==> config.mk <==
export PLATFORM = sky130hd
export DESIGN_NAME = pkt_parser
export DESIGN_NICKNAME = d
export VERILOG_FILES = /design/src/rtl/pkt_pkg.sv /design/src/rtl/pkt_word_class.sv /design/src/rtl/pkt_loop_eval.sv /design/src/rtl/pkt_imm_merge.sv /design/src/rtl/pkt_parser.sv
export SDC_FILE = /design/constraint.sdc
export NUM_CORES = 1
export LEC_CHECK = 0
export CAP_MARGIN = 20
export CORE_UTILIZATION = 50
export DETAILED_ROUTE_END_ITERATION = 7
export PLACE_DENSITY = 0.77
export SYNTH_ARGS = -nofsm -noshare
export SYNTH_HDL_FRONTEND = slang
export SYNTH_HIERARCHICAL = 1
export SYNTH_SLANG_ARGS = --single-unit
==> constraint.sdc <==
create_clock -name clk -period 2 [get_ports clk]
set_input_delay 0.2 -clock clk [delete_from_list [all_inputs] [get_ports clk]]
set_output_delay 0.2 -clock clk [all_outputs]
set_load 0.03 [all_outputs]
==> src/rtl/pkt_pkg.sv <==
package pkt_pkg;
  localparam int WORD_W    = 32;
  localparam int PARSE_LO  = 14;
  localparam int CLASS_LO  = 28;
  localparam int CLASS_W   = 4;
  localparam int EXT_PAY_W = WORD_W - CLASS_W - 2;

  typedef enum logic [1:0] {
    PRS_DUPLEX = 2'b00,
    PRS_MID_A  = 2'b01,
    PRS_MID_B  = 2'b10,
    PRS_LAST   = 2'b11
  } parse_e;
endpackage

==> src/rtl/pkt_word_class.sv <==
module pkt_word_class
  import pkt_pkg::*;
(
  input  logic [WORD_W-1:0]    word_i,
  output parse_e               parse_o,
  output logic                 is_last_o,
  output logic                 is_dup_o,
  output logic                 is_ext_o,
  output logic [EXT_PAY_W-1:0] payload_o
);
  always_comb begin
    parse_o   = parse_e'(word_i[PARSE_LO +: 2]);
    is_last_o = (parse_o == PRS_LAST);
    is_dup_o  = (parse_o == PRS_DUPLEX);
    is_ext_o  = (word_i[CLASS_LO +: CLASS_W] == '0);
    payload_o = {word_i[CLASS_LO-1:PARSE_LO+2], word_i[PARSE_LO-1:0]};
  end
endmodule

==> src/rtl/pkt_loop_eval.sv <==
module pkt_loop_eval
  import pkt_pkg::*;
(
  input  parse_e     first_i,
  input  parse_e     second_i,
  input  logic       two_words_i,
  output logic [1:0] loop_end_o
);
  always_comb begin
    loop_end_o = 2'b00;
    if (two_words_i) begin
      loop_end_o[0] = (first_i == PRS_MID_B) && (second_i != PRS_DUPLEX);
      loop_end_o[1] = (second_i == PRS_MID_B) &&
                      ((first_i == PRS_MID_A) || (first_i == PRS_MID_B));
    end
  end
endmodule

==> src/rtl/pkt_imm_merge.sv <==
module pkt_imm_merge
  import pkt_pkg::*;
#(
  parameter int IMM_LO_W = 6,
  localparam int IMM_W   = EXT_PAY_W + IMM_LO_W
) (
  input  logic                 pend_i,
  input  logic [EXT_PAY_W-1:0] payload_i,
  input  logic [IMM_LO_W-1:0]  imm_lo_i,
  output logic [IMM_W-1:0]     imm_o,
  output logic                 extended_o
);
  always_comb begin
    extended_o = pend_i;
    if (pend_i) imm_o = {payload_i, imm_lo_i};
    else        imm_o = {{EXT_PAY_W{1'b0}}, imm_lo_i};
  end
endmodule

==> src/rtl/pkt_parser.sv <==
module pkt_parser
  import pkt_pkg::*;
#(
  parameter int MAX_WORDS = 4,
  parameter int IMM_LO_W  = 6,
  localparam int CNT_W    = $clog2(MAX_WORDS + 1),
  localparam int IMM_W    = EXT_PAY_W + IMM_LO_W
) (
  input  logic                        clk,
  input  logic                        rst,
  input  logic                        in_valid,
  output logic                        in_ready,
  input  logic [WORD_W-1:0]           in_word,
  input  logic [IMM_LO_W-1:0]         in_imm_lo,
  output logic                        out_valid,
  input  logic                        out_ready,
  output logic [MAX_WORDS*WORD_W-1:0] out_insn,
  output logic [MAX_WORDS*IMM_W-1:0]  out_imm,
  output logic [MAX_WORDS-1:0]        out_ext_mask,
  output logic [MAX_WORDS-1:0]        out_dup_mask,
  output logic [CNT_W-1:0]            out_word_cnt,
  output logic [CNT_W-1:0]            out_insn_cnt,
  output logic [1:0]                  out_loop_end,
  output logic                        out_err_oversize,
  output logic                        out_err_ext
);
  localparam logic [CNT_W-1:0] CAP_IDX = CNT_W'(MAX_WORDS - 1);

  // accumulator state
  logic [CNT_W-1:0]                  acc_cnt, acc_icnt;
  logic                              acc_pend, acc_err_ext;
  logic [EXT_PAY_W-1:0]              acc_pay;
  parse_e                            acc_p0, acc_p1;
  logic [MAX_WORDS-1:0][WORD_W-1:0]  acc_insn;
  logic [MAX_WORDS-1:0][IMM_W-1:0]   acc_imm;
  logic [MAX_WORDS-1:0]              acc_em, acc_dm;

  // next values
  logic [CNT_W-1:0]                  nxt_cnt, nxt_icnt;
  logic                              nxt_err_ext;
  parse_e                            nxt_p0, nxt_p1;
  logic [MAX_WORDS-1:0][WORD_W-1:0]  nxt_insn;
  logic [MAX_WORDS-1:0][IMM_W-1:0]   nxt_imm;
  logic [MAX_WORDS-1:0]              nxt_em, nxt_dm;
  logic [1:0]                        nxt_loop;

  // output registers
  logic                              out_valid_q;
  logic [MAX_WORDS-1:0][WORD_W-1:0]  out_insn_q;
  logic [MAX_WORDS-1:0][IMM_W-1:0]   out_imm_q;

  // current word
  parse_e               cur_parse;
  logic                 cur_last, cur_dup, cur_ext, cur_ext_used;
  logic [EXT_PAY_W-1:0] cur_pay;
  logic [IMM_W-1:0]     cur_imm;
  logic                 fire, at_cap, word_closes;

  pkt_word_class u_class (
    .word_i    (in_word),
    .parse_o   (cur_parse),
    .is_last_o (cur_last),
    .is_dup_o  (cur_dup),
    .is_ext_o  (cur_ext),
    .payload_o (cur_pay)
  );

  pkt_imm_merge #(.IMM_LO_W(IMM_LO_W)) u_merge (
    .pend_i     (acc_pend),
    .payload_i  (acc_pay),
    .imm_lo_i   (in_imm_lo),
    .imm_o      (cur_imm),
    .extended_o (cur_ext_used)
  );

  assign in_ready    = !out_valid_q || out_ready;
  assign fire        = in_valid && in_ready;
  assign at_cap      = (acc_cnt == CAP_IDX);
  assign word_closes = cur_last || at_cap;

  always_comb begin
    nxt_cnt     = acc_cnt + CNT_W'(1);
    nxt_icnt    = cur_ext ? acc_icnt : acc_icnt + CNT_W'(1);
    nxt_p0      = (acc_cnt == '0) ? cur_parse : acc_p0;
    nxt_p1      = (acc_cnt == CNT_W'(1)) ? cur_parse : acc_p1;
    nxt_err_ext = acc_err_ext | (cur_ext & (acc_pend | word_closes));
  end

  for (genvar g = 0; g < MAX_WORDS; g++) begin : g_slot
    logic hit;
    assign hit         = !cur_ext && (acc_icnt == CNT_W'(g));
    assign nxt_insn[g] = hit ? in_word      : acc_insn[g];
    assign nxt_imm[g]  = hit ? cur_imm      : acc_imm[g];
    assign nxt_em[g]   = hit ? cur_ext_used : acc_em[g];
    assign nxt_dm[g]   = hit ? cur_dup      : acc_dm[g];
  end

  pkt_loop_eval u_loop (
    .first_i     (nxt_p0),
    .second_i    (nxt_p1),
    .two_words_i (nxt_cnt >= CNT_W'(2)),
    .loop_end_o  (nxt_loop)
  );

  always_ff @(posedge clk) begin
    if (rst) begin
      acc_cnt     <= '0;
      acc_icnt    <= '0;
      acc_pend    <= 1'b0;
      acc_err_ext <= 1'b0;
      acc_pay     <= '0;
      acc_p0      <= PRS_DUPLEX;
      acc_p1      <= PRS_DUPLEX;
      acc_insn    <= '0;
      acc_imm     <= '0;
      acc_em      <= '0;
      acc_dm      <= '0;
      out_valid_q      <= 1'b0;
      out_insn_q       <= '0;
      out_imm_q        <= '0;
      out_ext_mask     <= '0;
      out_dup_mask     <= '0;
      out_word_cnt     <= '0;
      out_insn_cnt     <= '0;
      out_loop_end     <= '0;
      out_err_oversize <= 1'b0;
      out_err_ext      <= 1'b0;
    end else begin
      if (out_valid_q && out_ready) out_valid_q <= 1'b0;
      if (fire) begin
        if (word_closes) begin
          out_valid_q      <= 1'b1;
          out_insn_q       <= nxt_insn;
          out_imm_q        <= nxt_imm;
          out_ext_mask     <= nxt_em;
          out_dup_mask     <= nxt_dm;
          out_word_cnt     <= nxt_cnt;
          out_insn_cnt     <= nxt_icnt;
          out_loop_end     <= nxt_loop;
          out_err_oversize <= at_cap && !cur_last;
          out_err_ext      <= nxt_err_ext;
          acc_cnt     <= '0;
          acc_icnt    <= '0;
          acc_pend    <= 1'b0;
          acc_err_ext <= 1'b0;
          acc_pay     <= '0;
          acc_p0      <= PRS_DUPLEX;
          acc_p1      <= PRS_DUPLEX;
          acc_insn    <= '0;
          acc_imm     <= '0;
          acc_em      <= '0;
          acc_dm      <= '0;
        end else begin
          acc_cnt     <= nxt_cnt;
          acc_icnt    <= nxt_icnt;
          acc_pend    <= cur_ext;
          acc_err_ext <= nxt_err_ext;
          acc_pay     <= cur_ext ? cur_pay : acc_pay;
          acc_p0      <= nxt_p0;
          acc_p1      <= nxt_p1;
          acc_insn    <= nxt_insn;
          acc_imm     <= nxt_imm;
          acc_em      <= nxt_em;
          acc_dm      <= nxt_dm;
        end
      end
    end
  end

  assign out_valid = out_valid_q;
  assign out_insn  = out_insn_q;
  assign out_imm   = out_imm_q;


  hold_stable_chk: assert property (@(posedge clk) disable iff (rst)
    out_valid && !out_ready |=> out_valid && $stable(out_insn) && $stable(out_imm)
      && $stable(out_word_cnt) && $stable(out_loop_end));

  word_cnt_range_chk: assert property (@(posedge clk) disable iff (rst)
    out_valid |-> (out_word_cnt >= CNT_W'(1)) && (out_word_cnt <= CNT_W'(MAX_WORDS)));

  oversize_len_chk: assert property (@(posedge clk) disable iff (rst)
    out_valid && out_err_oversize |-> out_word_cnt == CNT_W'(MAX_WORDS));

  loop_two_words_chk: assert property (@(posedge clk) disable iff (rst)
    out_valid && (out_loop_end != 2'b00) |-> out_word_cnt >= CNT_W'(2));

  insn_le_words_chk: assert property (@(posedge clk) disable iff (rst)
    out_valid |-> out_insn_cnt <= out_word_cnt);

  acc_below_cap_chk: assert property (@(posedge clk) disable iff (rst)
    acc_cnt < CNT_W'(MAX_WORDS));

  fresh_start_chk: assert property (@(posedge clk) disable iff (rst)
    fire && word_closes |=> acc_cnt == '0 && !acc_pend && !acc_err_ext);
endmodule

==> key figures <==
Place
  – Number of port buffers: ~320
  – HPWL Detailed: 44.8 mm
  – Pre-CTS setup slack: -0.315 ns
  – Final weighted congestion in routability-driven placement: 0.823

Routing
  – Number of nets with antenna violations after routing: 0
  – # DRC: 0
  – Via density: slightly above 6
  – Average wire per cell in the routed design: 23.2 um
  – Wirelength, routed: between 70 and 80 mm
  – Initial detailed-routing violation count: 1555
  – Number of optimization iterations in the first detailed-route pass: 6
  – Total via count after detailed routing: 18.6k

Floorplan
  – DIE WIDTH: 218 um
  – I/O pin total: 318
  – Initial core utilization: 51.0%
  – Height of the die: 218 um
  – Row cnt: between 70 and 80
  – CORE AREA: 45700 um^2
  – DIE AREA: 47500 um^2

Worst setup path
  – Crit end category: register
  – Worst EP required: 2.53 ns
  – Endpoint arrival time on the critical path: 2.52 ns
  – End of the worst register-to-register path: acc_imm[45]
  – Crit Path Max Fanout: 8
  – Reg2reg setup slack: 0.02 ns
  – Endpoint of the most critical setup path: acc_imm[45]
  – Worst R2R Start: acc_cnt[0]
  – Critical path startpoint category: register
  – Setup crit start: acc_cnt[0]
  – Type of the worst setup path: reg -> reg
  – Depth of the worst register-to-register path: 8

Outcome
  – Outcome: completed

Global route
  – Pin count of the biggest net entering global routing: 141
  – Vias in the first global route: 18.1k
  – Overall fraction of global-route tracks in use: 28.2%
  – Initial antenna violation count: 2
  – Remaining Overflow, GRT: 0
  – Global-route wire length before repair: 106 mm

Synthesis
  – Synth warnings: 6
  – Biggest area contributors in the synthesized netlist: sky130_fd_sc_hd__dfxtp_1 50%, sky130_fd_sc_hd__mux2i_1 11%, sky130_fd_sc_hd__a22oi_1 7.4%
  – Dominant cell by count in the synthesized netlist: sky130_fd_sc_hd__dfxtp_1
  – Avg Synthesized Cell Area: about 11 um^2
  – Yosys cell types: 43
  – Cell taking the most area after synthesis: sky130_fd_sc_hd__dfxtp_1
  – Async set-reset flop share out of synthesis: 0%
  – Net Count, Synth: 2244
  – Sequential fraction of the synthesis area: 49.5%
  – Primary flip-flop cell chosen by synthesis mapping: sky130_fd_sc_hd__dfxtp_1
  – Share of Yosys cell area claimed by the top area cell type: 49.5%
  – Number of enable-type register cells in the synthesized netlist: 0
  – Syn Inst Count: 2192
  – Synthesized flop and latch total: 577
  – Area of the mapped netlist: between 20000 and 25000 um^2
  – Most used standard cells in the synthesized netlist: 577 x sky130_fd_sc_hd__dfxtp_1, 264 x sky130_fd_sc_hd__mux2i_1, 236 x sky130_fd_sc_hd__nor2_1

Power
  – Overall power: 24.8 mW
  – Combinational power share: 10.0%
  – Net switching share of the total power: 24.6%
  – Internal power component: 18.7 mW
  – Maximum ir drop on the vdd rail: approximately 0.00065 V
  – Clock network fraction of total power: 42.8%
  – Portion of total power attributed to sequential cells: about 47%
  – Power per standard cell area: 834 nW/um^2
  – Leakage component of the power: 10.2 nW
  – Switching power total: between 6 and 7 mW

Clock tree
  – Latest clock arrival within the worst-skew pair: 0.61 ns
  – Clk sinks: 577
  – Clock edge transition at the registers on the reported setup and hold paths: around 0.06 ns
  – Number of buffers added by the clock tree synthesis step: 57
  – Clock root buffer: sky130_fd_sc_hd__clkbuf_16
  – Clock tree from TritonCTS: built
  – Number of buffers between clock root and the deepest sink: 3
  – CTS HTree Levels: 2

STA
  – Post-layout min period: 1.98 ns
  – Number of pins exceeding their max-slew limit in the final report: 0
  – Actual slew at the worst max-slew pin: approximately 0.97 ns
  – Hold Fails Final Rpt: 0
  – RSZ-0062 raised after global routing: yes
  – Final period util: 99.2%
  – Timing-limited maximum frequency: approximately 0.50 GHz
  – Final-report setup violation count: 0
  – Worst-case clock skew: 0.0119 ns
  – Worst rel slew slack: 34.9%
  – Fin worst setup slack: roughly 0.016 ns

Finish
  – Share of layout cells above drive strength 1: 16.9%
  – Final net count: 2476
  – Layout Area Growth over Synthesis: 27.5%
  – Filler Cell Count: between 3k and 4k

Job
  – Count of max-cap constraint violations: 0

Min path
  – Worst min-delay path class: in -> reg
metrics by stage:
stage	setup TNS, ns	instance area, um^2	util [%]	hold WS (ns)	std cells
after detailed placement	-120.39	27400	60.0	0.446	2946
after global placement	-94.67	27400	60.0	0.445	2946
after floorplan	0	23300	-	0.438	2192
after global routing	-3.00	29700	65.1	0.0838	3069
after CTS	-0.00783	29300	64.2	0.0528	3051
final	0	29700	65.1	0.0866	3069
timing repair:
item                                   CTS  global route
endpoints found under the hold margin   23             0
pin swaps                                2             8
gates cloned                             0            12
resized for setup                        6            23
setup buffers                            1             5
setup endpoints to repair              547           503
hold buffers                             1             0
power by group through the flow:
stage / logic, mW / registers (mW) / clock network (mW)
4_1_cts: 2.30 / 11.7 / 10.7
2_1_floorplan: 1.32 / 12.0 / 0
6_report: 2.47 / 11.7 / 10.6
5_1_grt: 2.57 / 11.7 / 11.2
3_5_place_dp: 2.28 / 12.0 / 0
3_3_place_gp: 2.24 / 12.0 / 0
sequential cells by signal, summed over array words and instances (netlist names), 2 cells and up:
register,count
acc_icnt,3
out_imm,128
acc_cnt,3
acc_pay,26
acc_imm,128
acc_p1,2
out_insn,128
acc_p0,2
acc_dm,4
out_loop_end,2
acc_insn,128
out_ext_mask,4
out_dup_mask,4
out_word_cnt,3
acc_em,4
out_insn_cnt,3
kinds of logic (layout without fill, tap and decap cells):
kind of cell / after synthesis / after routing / synth area share [%]
xor+xnor: 1 / 1 / 0.0376
compound gates: 654 / 654 / 23.6
other cells: 0 / 1 / 0
fa+ha+maj: 10 / 10 / 0.537
simple gates: 366 / 366 / 7.31
buf+inv: 316 / 592 / 7.44
flops: 577 / 577 / 49.5
mux: 268 / 268 / 11.5
final cells by class:
| cell class | count | area (um^2) | share of cell area, % |
|---|---|---|---|
| multi-input combinational | 1299 | 10200 | 34.3 |
| inverter | 9 | 33.8 | 0.114 |
| antenna | 1 | 2.50 | 0.00842 |
| timing repair buffer | 480 | 5330 | 17.9 |
| sequential | 577 | 11600 | 38.9 |
| tap | 600 | 751 | 2.53 |
| clock buffer | 86 | 1740 | 5.84 |
| clock inverter | 17 | 124 | 0.417 |
layer usage:
layer / wire (um) / GRT usage (%) / part of all wire [%] / vias up
met1: 30800 / 38.0 / 43 / 9220
li1: - / - / - / 8409
met3: 4940 / 4.98 / 6.9 / 131
met2: 33300 / 45.4 / 47 / 796
met4: 2140 / 9.46 / 3.0 / 2
met5: 13 / 0 / 0.018 / -
how the worst min path moves through the flow:
stage                 start         endpoint  depth (start not counted)
2_1_floorplan     out_ready        out_valid                          3
3_3_place_gp    out_imm[49]      out_imm[49]                          1
3_5_place_dp   out_insn[99]     out_insn[99]                          1
4_1_cts                 rst  out_loop_end[0]                          3
5_1_grt                 rst  out_word_cnt[1]                          3
6_report                rst  out_loop_end[1]                          3
critical path: stages (launching register included):
cell,delay (ns)
sky130_fd_sc_hd__dfxtp_2,0.34
sky130_fd_sc_hd__ha_4,0.16
sky130_fd_sc_hd__ha_4,0.15
sky130_fd_sc_hd__or2_4,0.32
sky130_fd_sc_hd__o211ai_1,0.29
sky130_fd_sc_hd__buf_4,0.26
sky130_fd_sc_hd__clkbuf_16,0.19
sky130_fd_sc_hd__a22oi_1,0.08
sky130_fd_sc_hd__nor2_1,0.11
layout by cell type, fill, tap and decap left out, types with 6 or more instances in the layout:
| cell type | count |
|---|---|
| sky130_fd_sc_hd__clkbuf_8 | 20 |
| sky130_fd_sc_hd__nor2_1 | 234 |
| sky130_fd_sc_hd__a22oi_1 | 222 |
| sky130_fd_sc_hd__o21ai_0 | 25 |
| sky130_fd_sc_hd__nand2_1 | 6 |
| sky130_fd_sc_hd__clkdlybuf4s50_1 | 314 |
| sky130_fd_sc_hd__o2bb2ai_2 | 98 |
| sky130_fd_sc_hd__buf_6 | 8 |
| sky130_fd_sc_hd__clkbuf_16 | 66 |
| sky130_fd_sc_hd__nand3_1 | 70 |
| sky130_fd_sc_hd__ha_1 | 8 |
| sky130_fd_sc_hd__and2_1 | 7 |
| sky130_fd_sc_hd__clkinv_2 | 12 |
| sky130_fd_sc_hd__clkbuf_1 | 9 |
| sky130_fd_sc_hd__o2bb2ai_1 | 168 |
| sky130_fd_sc_hd__inv_1 | 7 |
| sky130_fd_sc_hd__and2_2 | 20 |
| sky130_fd_sc_hd__mux2i_1 | 263 |
| sky130_fd_sc_hd__a21oi_1 | 78 |
| sky130_fd_sc_hd__o21ai_1 | 43 |
| sky130_fd_sc_hd__dfxtp_1 | 573 |
| sky130_fd_sc_hd__buf_12 | 59 |
| sky130_fd_sc_hd__a22oi_2 | 7 |
| sky130_fd_sc_hd__buf_4 | 87 |
(Power assumes the default switching activity.)
